### src/rtl/spc_pkg.sv
package spc_pkg;

  typedef enum logic [2:0] {
    MODE_FULL  = 3'd0,
    MODE_DOZE  = 3'd1,
    MODE_NAP   = 3'd2,
    MODE_SLEEP = 3'd3,
    MODE_WAKE  = 3'd4
  } pwrMode_e;

  // control -> datapath strobes
  typedef struct packed {
    logic countNeg;
    logic snoopAccept;
    logic snoopFlush;
    logic wakeLoad;
  } ctlStrobe_t;

  // datapath -> control status
  typedef struct packed {
    logic negHit;
    logic snoopIdle;
    logic wakeDone;
  } dpStatus_t;

endpackage

### src/rtl/spc_dpath.sv
module spc_dpath
  import spc_pkg::*;
#(
  parameter int NEG_THRESH = 4,
  parameter int SETTLE_CYC = 2,
  parameter int WAKE_LAT   = 3
) (
  input  logic       clk,
  input  logic       rstHardN,
  input  logic       quiesceAck,
  input  logic       pushNeeded,
  input  logic       pushDataDone,
  input  ctlStrobe_t strobe,
  output dpStatus_t  status
);

  localparam int NEG_W  = $clog2(NEG_THRESH + 1);
  localparam int SET_W  = $clog2(SETTLE_CYC + 1);
  localparam int WAKE_W = (WAKE_LAT > 2) ? $clog2(WAKE_LAT) : 1;

  localparam logic [NEG_W-1:0]  NEG_MAX  = NEG_W'(NEG_THRESH);
  localparam logic [NEG_W-1:0]  NEG_LAST = NEG_W'(NEG_THRESH - 1);
  localparam logic [SET_W-1:0]  SET_LOAD = SET_W'(SETTLE_CYC);
  localparam logic [WAKE_W-1:0] WAKE_LD  = WAKE_W'(WAKE_LAT - 1);

  logic [NEG_W-1:0]  negCnt;
  logic [SET_W-1:0]  settleCnt;
  logic [WAKE_W-1:0] wakeCnt;
  logic              pushPending;

  // consecutive negated-acknowledge counter, saturating
  always_ff @(posedge clk or negedge rstHardN) begin
    if (!rstHardN)                       negCnt <= '0;
    else if (!strobe.countNeg || quiesceAck) negCnt <= '0;
    else if (negCnt != NEG_MAX)          negCnt <= negCnt + 1'b1;
  end

  // outstanding push tracker
  always_ff @(posedge clk or negedge rstHardN) begin
    if (!rstHardN)                             pushPending <= 1'b0;
    else if (strobe.snoopFlush)                pushPending <= 1'b0;
    else if (strobe.snoopAccept && pushNeeded) pushPending <= 1'b1;
    else if (pushDataDone)                     pushPending <= 1'b0;
  end

  // settle window after address phase or push data phase
  always_ff @(posedge clk or negedge rstHardN) begin
    if (!rstHardN)              settleCnt <= '0;
    else if (strobe.snoopFlush) settleCnt <= '0;
    else if ((strobe.snoopAccept && !pushNeeded) || (pushDataDone && pushPending))
                                settleCnt <= SET_LOAD;
    else if (settleCnt != '0)   settleCnt <= settleCnt - 1'b1;
  end

  // wake latency counter
  always_ff @(posedge clk or negedge rstHardN) begin
    if (!rstHardN)            wakeCnt <= '0;
    else if (strobe.wakeLoad) wakeCnt <= WAKE_LD;
    else if (wakeCnt != '0)   wakeCnt <= wakeCnt - 1'b1;
  end

  always_comb begin
    status.negHit    = strobe.countNeg && !quiesceAck && (negCnt >= NEG_LAST);
    status.snoopIdle = !pushPending && (settleCnt == '0);
    status.wakeDone  = (wakeCnt == '0);
  end

endmodule

### src/rtl/spc_ctrl.sv
module spc_ctrl
  import spc_pkg::*;
#(
  parameter int WAKE_W = 7
) (
  input  logic              clk,
  input  logic              rstHardN,
  input  logic              quiesceAck,
  input  logic              xferStart,
  input  logic [WAKE_W-1:0] wakeSrc,
  input  logic              napReq,
  input  logic              sleepReq,
  input  dpStatus_t         status,
  output ctlStrobe_t        strobe,
  output pwrMode_e          state,
  output logic              protoErr
);

  pwrMode_e stateNext;
  logic     protoNext;
  logic     anyWake;

  assign anyWake = |wakeSrc;

  always_comb begin
    stateNext          = state;
    protoNext          = 1'b0;
    strobe             = '0;
    strobe.countNeg    = (state == MODE_NAP) || (state == MODE_DOZE);
    unique case (state)
      MODE_FULL: begin
        if (sleepReq)    stateNext = MODE_SLEEP;
        else if (napReq) stateNext = MODE_NAP;
      end
      MODE_NAP: begin
        if (anyWake) begin
          stateNext       = MODE_WAKE;
          strobe.wakeLoad = 1'b1;
        end else begin
          protoNext = xferStart;
          if (status.negHit) stateNext = MODE_DOZE;
        end
      end
      MODE_DOZE: begin
        if (anyWake) begin
          stateNext         = MODE_WAKE;
          strobe.wakeLoad   = 1'b1;
          strobe.snoopFlush = 1'b1;
        end else begin
          strobe.snoopAccept = xferStart;
          if (quiesceAck && status.snoopIdle && !xferStart) stateNext = MODE_NAP;
        end
      end
      MODE_SLEEP: begin
        if (anyWake) begin
          stateNext       = MODE_WAKE;
          strobe.wakeLoad = 1'b1;
        end
      end
      MODE_WAKE: begin
        if (status.wakeDone) stateNext = MODE_FULL;
      end
      default: stateNext = MODE_FULL;
    endcase
  end

  always_ff @(posedge clk or negedge rstHardN) begin
    if (!rstHardN) begin
      state    <= MODE_FULL;
      protoErr <= 1'b0;
    end else begin
      state    <= stateNext;
      protoErr <= protoNext;
    end
  end

endmodule

### src/rtl/snoop_power_ctrl.sv
module snoop_power_ctrl
  import spc_pkg::*;
#(
  parameter int NEG_THRESH = 4,
  parameter int SETTLE_CYC = 2,
  parameter int WAKE_LAT   = 3,
  parameter int WAKE_W     = 7
) (
  input  logic              clk,
  input  logic              rstHardN,
  input  logic              quiesceAck,
  input  logic              xferStart,
  input  logic              pushNeeded,
  input  logic              pushDataDone,
  input  logic [WAKE_W-1:0] wakeSrc,
  input  logic              napReq,
  input  logic              sleepReq,
  input  logic              pllCfgOff,
  output logic [2:0]        mode,
  output logic              snoopEn,
  output logic              pllOffReq,
  output logic              protoErr
);

  ctlStrobe_t strobe;
  dpStatus_t  status;
  pwrMode_e   state;

  spc_ctrl #(.WAKE_W(WAKE_W)) u_ctrl (
    .clk       (clk),
    .rstHardN  (rstHardN),
    .quiesceAck(quiesceAck),
    .xferStart (xferStart),
    .wakeSrc   (wakeSrc),
    .napReq    (napReq),
    .sleepReq  (sleepReq),
    .status    (status),
    .strobe    (strobe),
    .state     (state),
    .protoErr  (protoErr)
  );

  spc_dpath #(
    .NEG_THRESH(NEG_THRESH),
    .SETTLE_CYC(SETTLE_CYC),
    .WAKE_LAT  (WAKE_LAT)
  ) u_dpath (
    .clk         (clk),
    .rstHardN    (rstHardN),
    .quiesceAck  (quiesceAck),
    .pushNeeded  (pushNeeded),
    .pushDataDone(pushDataDone),
    .strobe      (strobe),
    .status      (status)
  );

  assign mode      = state;
  assign snoopEn   = (state == MODE_FULL) || (state == MODE_DOZE);
  assign pllOffReq = (state == MODE_SLEEP) && pllCfgOff;

endmodule

### config.mk
export PLATFORM = sky130hd
export DESIGN_NAME = snoop_power_ctrl
export DESIGN_NICKNAME = d
export VERILOG_FILES = /design/src/rtl/spc_pkg.sv /design/src/rtl/spc_dpath.sv /design/src/rtl/spc_ctrl.sv /design/src/rtl/snoop_power_ctrl.sv
export SDC_FILE = /design/constraint.sdc
export NUM_CORES = 1
export LEC_CHECK = 0
export ABC_AREA = 1
export BUFFER_PORTS_ARGS = -buffer_cell sky130_fd_sc_hd__buf_2
export CAP_MARGIN = 20
export CORE_UTILIZATION = 30
export CTS_CLUSTER_SIZE = 25
export DETAILED_ROUTE_END_ITERATION = 12
export GPL_TIMING_DRIVEN = 0
export HOLD_SLACK_MARGIN = 0.08
export PLACE_DENSITY_LB_ADDON = 0.08
export SLEW_MARGIN = 20
export SYNTH_ARGS = -nofsm -noshare
export SYNTH_HDL_FRONTEND = slang
export SYNTH_SLANG_ARGS = --single-unit
### constraint.sdc
create_clock -name clk -period 4.26 [get_ports clk]
set_clock_uncertainty 0.05 [all_clocks]
set_input_delay 0.852 -clock clk [delete_from_list [all_inputs] [get_ports clk]]
set_output_delay 0.852 -clock clk [all_outputs]
set_load 0.05 [all_outputs]
==> results of run 1 <==
## final cells by class
type / instances / area, um^2
Sequential cell: 12 / 300
Fill cell: 275 / 1510
Tap cell: 30 / 37.5
Multi-Input combinational cell: 74 / 395
Clock buffer: 4 / 36.3
Inverter: 25 / 93.8
Timing Repair Buffer: 21 / 105
## worst max-delay path by stage
stage / to / slack [ns] / cells past startpoint
finish: snoopEn / 1.96 / 4
global route: snoopEn / 1.89 / 4
CTS: snoopEn / 1.94 / 4
detailed placement: pllOffReq / 1.99 / 3
global placement: pllOffReq / 2.01 / 3
floorplan: pllOffReq / 1.36 / 2
## flip-flops by register name, indices dropped and copies added (netlist names)
name / count
u_ctrl.state: 3
u_dpath.settleCnt: 2
u_dpath.pushPending: 1
u_dpath.negCnt: 3
u_ctrl.protoErr: 1
u_dpath.wakeCnt: 2
## metal layers
| metal | up-vias | share of wire (%) | wire length [um] |
|---|---|---|---|
| met2 | 11 | 45 | 697 |
| met1 | 326 | 52 | 805 |
| met4 | 0 | 1.5 | 24 |
| met3 | 4 | 2.1 | 33 |
| met5 | - | 0 | 0 |
| li1 | 400 | - | - |
## cells by family after synthesis
family | Yosys count | share of synthesized area, %
muxes | 1 | 1.43
AOI/OAI and AO/OA | 6 | 4.12
xor gates and xnor gates | 2 | 2.22
adders and majority gates | 5 | 7.92
DFF | 12 | 38.0
and+or+nand+nor | 60 | 34.4
buffers and inverters | 25 | 11.9
## where the power goes
| part | switching [W] | internal [W] |
|---|---|---|
| sequential | 0.0000299 | 0.000152 |
| combinational | 0.000204 | 0.000107 |
| clock | 0.0000395 | 0.0000519 |
## cells in the mapped netlist (2+ instances only)
cell                       count  area share [%]
sky130_fd_sc_hd__dfrtp_1      12              38
sky130_fd_sc_hd__inv_1        25              12
sky130_fd_sc_hd__nand4_1       2             1.6
sky130_fd_sc_hd__nand3_1      10             6.3
sky130_fd_sc_hd__nor2_1       13             6.2
sky130_fd_sc_hd__xor2_1        2             2.2
sky130_fd_sc_hd__a21oi_1       3             1.9
sky130_fd_sc_hd__nand3b_1      2             1.9
sky130_fd_sc_hd__nor3_1        3             1.9
sky130_fd_sc_hd__o21ai_0       2             1.3
sky130_fd_sc_hd__ha_1          5             7.9
sky130_fd_sc_hd__nand2_1      27              13
## worst max-delay path, cell delays in order (launching register included)
cell and delay [ns]:
sky130_fd_sc_hd__dfrtp_1 0.46, sky130_fd_sc_hd__nor2_1 0.20, sky130_fd_sc_hd__nand2_1 0.12, sky130_fd_sc_hd__nand2_1 0.09
sky130_fd_sc_hd__buf_2 0.26
## metrics by stage
stage,instances,hold WS [ns]
floorplan,111,0.428
CTS,166,0.411
global route,166,0.403
global placement,162,0.461
finish,166,0.401
detailed placement,162,0.478
==> flow_summary.yaml, run 1 <==
yosys:
  postSynthCellCount: 111
  synth_edf_count: 0
  ys_seq_area_share_pct: 38.0
  synthesis.nets: 132
  synth-warning-count: 0
  mappedNetlistArea_um2: 790
  synth.ff_latch_count: 12
  yosysUniqueCellTypes: 17
  dominantRegCellSynth: "sky130_fd_sc_hd__dfrtp_1"
  synth_async_sr_flop_share_pct: 100
  syn_avg_cell_area_um2: 7.11
cts:
  cts_tree: "done"
  cts_made_buffers: 3
  insertion_delay_ns: 0.27
  worst_setup_hold_path_clk_slew_ns: 0.08
  post_cts_repair_timing_setup_buffer_count: 0
  ctsRootBufferMaster: "sky130_fd_sc_hd__clkbuf_4"
  clock_path_buffers: 2
  clock-sinks: 12
  cts_resized: 0
  htreeDepth: 1
  cts_hold_repair.buffers: 0
global_route:
  groute.usage.overall_pct: 14.4
  grtUsageMet2_pct: 24.2
  grt_start_max_net_pins: 13
  grt-busiest-layer: "met2"
  grt_pass1_wl_um: 2900
  grt_overflow_total: 0
  globalRouteMet1Util_pct: 17.5
  antenna_violations_before_repair: 0
  grt.met3_usage_pct: 2.59
  number_of_global_route_vias_before_repair: 716
power:
  ir_drop_mv: 0.286
  p_per_area_nw_per_um2: 603
  design_power_total_w: 0.000584
  lkg_pwr_nw: 0.578
setup_path:
  worst_setup_path_start_kind: "register"
  worst-endpoint-arrival_ns: 1.40
  r2r_end: "u_ctrl.state[1]"
  number_of_cells_on_the_worst_reg_to_reg_path: 8
  timing.critical_path.fanout_max: 7
  worstSetupPathType: "reg -> out"
  reg2reg_setup_slack_ns: 2.74
  worstReg2RegStart: "u_dpath.negCnt[1]"
  required_ns: 3.36
  worst_setup_path_end_kind: "output port"
  worstSetupStartpoint: "u_ctrl.state[1]"
detailed_routing:
  route.final.wire_length_um: 1560
  drtIter0Drc: 6
  remaining_drc_errors: 0
  route.antenna.remaining_nets: 0
  route.detailed.wl_per_inst_um: 9.40
  vias: 741
  drt_pass1_iterations: 4
  route.detailed.vias_per_inst: 4.46
floorplanning:
  coreArea_um2: 2480
  die_height_um: 53.3
  initial_utilization_pct: 31.9
  placementRows: 18
  die_w_um: 53.3
  die_area_um2: 2840
  i_o_pin_count: 22
sta:
  fmaxAchievable_mhz: 435
  fin_crit_sh_pct: 54.0
  min_tclk_post_route_ns: 2.30
  slew_headroom_pct: 80.1
  setup_viol_count_final: 0
  slew_viol_final: 0
  setup-tns-final_ns: 0
  setup_ws_ns: 1.96
  grt_setup_unrepaired: "false"
  finalHoldViolCount: 0
  worst_pin_slew_ns: 0.298
placed_design:
  dp_slack_ns: 1.99
  placement.cell_area_um2: 932
  post-dp-hpwl_um: 1270
  gp_routability_congestion: 0.794
  numPortBuffers: 21
final_layout:
  num_antenna_cells: 0
  layout.cells.most_common: "sky130_fd_sc_hd__nand2_1"
  num-nets-final: 158
  drive_above_1_share_pct: 20.6
  final_core_utilization_pct: 39.1
  mostFrequentLayoutCells: "sky130_fd_sc_hd__nand2_1, sky130_fd_sc_hd__inv_1, sky130_fd_sc_hd__buf_2, sky130_fd_sc_hd__nor2_1, sky130_fd_sc_hd__dfrtp_1"
  final_design_area_no_fill_um2: 968
  areaGrowthSynthToFinish_pct: 22.7
outcome:
  outcome: "finished clean"
hold_path:
  holdCritPathClass: "in -> async"
run:
  max-cap-violations: 0
Note: power is estimated with default switching activity, not from simulation.
==> run 2, diff against run 1 <==
==> constraint.sdc (replaced) <==
create_clock -name clk -period 2.1 [get_ports clk]
set_clock_uncertainty 0.05 [all_clocks]
set_input_delay 0.42 -clock clk [delete_from_list [all_inputs] [get_ports clk]]
set_output_delay 0.42 -clock clk [all_outputs]
set_load 0.05 [all_outputs]
==> run 2 against run 1 <==
  * Total power grew 100%
  * Sequential cell count is the same
  * Global-route usage shrank 1.7 points
  * Design area is 1.6% higher
  * Worst setup slack got worse by 1.8 ns
  * Via count shrank 3.9%
  * Highest routed layer is now met3
==> flow_summary.yaml, run 2 (synthesis results as in run 1) <==
outcome:
  outcome: "finished clean"
power:
  intPower_w: 0.000632
  lkg_pwr_nw: 0.584
  clockPowerShare_pct: 15.6
  design_power_total_w: 0.00119
  switching_share_pct: 46.8
  ir_drop_mv: 0.535
  p_per_area_nw_per_um2: 1210
  switchingPower_w: 0.000556
  combPwrFrac_pct: 53.3
  power.share.sequential_pct: 31.1
cts:
  insertion_delay_ns: 0.28
  worst_setup_hold_path_clk_slew_ns: 0.08
  clock-sinks: 12
  htreeDepth: 1
  cts_tree: "done"
  cts_made_buffers: 3
  clock_path_buffers: 2
  ctsRootBufferMaster: "sky130_fd_sc_hd__clkbuf_4"
  post_cts_repair_timing_setup_buffer_count: 0
sta:
  worst_case_hold_slack_ns: 0.285
  finalHoldViolCount: 0
  worst_pin_slew_ns: 0.275
  slew_headroom_pct: 81.7
  fmaxAchievable_mhz: 528
  setup_ws_ns: 0.206
  min_tclk_post_route_ns: 1.89
  slew_viol_final: 0
  fin_crit_sh_pct: 90.2
  setup-tns-final_ns: 0
  setup_viol_count_final: 0
  grt_setup_unrepaired: "false"
setup_path:
  required_ns: 1.63
  worst_setup_path_end_kind: "output port"
  timing.critical_path.fanout_max: 7
  timing.critical_path.slowest_cell_delay_ns: 0.45
  worst_setup_path_start_kind: "register"
  number_of_cells_on_the_worst_reg_to_reg_path: 9
  cp_cell_sequence: "nor2_1 -> nand2_1 -> nand2_1 -> buf_2"
  crit_top_cell: "sky130_fd_sc_hd__nand2_1"
  worstReg2RegStart: "u_dpath.negCnt[1]"
  r2r_end: "u_ctrl.state[0]"
  slowest_stage: "sky130_fd_sc_hd__dfrtp_1"
  worstSetupStartpoint: "u_ctrl.state[1]"
  reg2reg_setup_slack_ns: 0.58
  worstSetupPathType: "reg -> out"
  worst-endpoint-arrival_ns: 1.42
  endpoint: "snoopEn"
hold_path:
  hold_start: "pushDataDone"
  holdCritPathClass: "in -> reg"
final_layout:
  layout.cells.most_common: "sky130_fd_sc_hd__nand2_1"
  num-nets-final: 159
  areaGrowthSynthToFinish_pct: 24.6
  multiInputGateArea_um2: 400
  layout.filler_cells: 301
  num_antenna_cells: 0
  layout_top_registers: "u_ctrl.state (3), u_dpath.negCnt (3)"
  layout.area.seq_um2: 300
  mostFrequentLayoutCells: "sky130_fd_sc_hd__nand2_1, sky130_fd_sc_hd__inv_1, sky130_fd_sc_hd__buf_2, sky130_fd_sc_hd__nor2_1, sky130_fd_sc_hd__dfrtp_1"
  drive_above_1_share_pct: 21.2
  final_core_utilization_pct: 39.7
detailed_routing:
  drt_pass1_iterations: 3
  route.final.wire_length_um: 1520
  remaining_drc_errors: 0
  vias: 712
  route.detailed.wl_per_inst_um: 9.13
  drtIter0Drc: 10
  route.detailed.vias_per_inst: 4.26
  route.antenna.remaining_nets: 0
placed_design:
  numPortBuffers: 21
  gp_routability_congestion: 0.809
  dp_slack_ns: 0.505
  post-dp-hpwl_um: 1250
floorplanning:
  coreArea_um2: 2480
  die_height_um: 53.3
  placementRows: 18
  die_area_um2: 2840
  i_o_pin_count: 22
  die_w_um: 53.3
  initial_utilization_pct: 31.9
global_route:
  number_of_global_route_vias_before_repair: 659
  grt.met3_usage_pct: 4.31
  antenna_violations_before_repair: 0
  grtUsageMet2_pct: 21.3
  grt_pass1_wl_um: 2590
  grt_start_max_net_pins: 13
  grt_overflow_total: 0
  globalRouteMet1Util_pct: 15.5
  grt-busiest-layer: "met2"
  groute.usage.overall_pct: 12.7
run:
  max-cap-violations: 0
-- run 2: cell count changes in the layout (fill, tap and decap cells not counted) --
cell / delta
sky130_fd_sc_hd__nor3b_2: +1
sky130_fd_sc_hd__dlygate4sd3_1: +1
sky130_fd_sc_hd__nor3b_1: -1
-- run 2: layout make-up --
class	instances	share of cell area [%]
inverters	25	9.54
multi-input cells	74	40.7
repair buffers	22	11.7
clock buffers	4	3.69
flip-flops and latches	12	30.5
well taps	30	3.82
-- run 2: repair_timing --
item | CTS | global route
resized for setup | 0 | 0
endpoints found under the hold margin | 12 | 0
hold buffers | 1 | 0
-- run 2: worst min-delay path by stage --
stage,end,depth (start not counted)
2_1_floorplan,u_ctrl.protoErr,0
3_3_place_gp,u_dpath.negCnt[2],1
3_5_place_dp,u_dpath.negCnt[2],1
4_1_cts,u_dpath.pushPending,2
5_1_grt,u_dpath.pushPending,2
6_report,u_dpath.pushPending,2
-- run 2: worst max-delay path: cells and delay by family (launching register included) --
family,cells,cell delay (ns)
flops,1,0.45
simple gates,3,0.44
buf+inv,1,0.26
-- run 2: layer usage --
| metal | part of all wire (%) | wire [um] |
|---|---|---|
| met5 | 0 | 0 |
| met4 | 0 | 0 |
| met3 | 2.9 | 44 |
| met1 | 51 | 775 |
| met2 | 46 | 704 |
-- run 2: through the flow --
step | area [um^2] | cells
4_1_cts | 983 | 167
5_1_grt | 983 | 167
6_report | 983 | 167
2_1_floorplan | 795 | 111
3_3_place_gp | 937 | 162
3_5_place_dp | 937 | 162
-- run 2: power by group through the flow --
stage / logic (W) / clock network, W / registers, W
after floorplan: 0.000426 / 0 / 0.000445
after global placement: 0.000628 / 0 / 0.000373
after detailed placement: 0.000639 / 0 / 0.000373
after CTS: 0.000642 / 0.000195 / 0.000372
after global routing: 0.000717 / 0.000202 / 0.000380
final: 0.000633 / 0.000185 / 0.000369
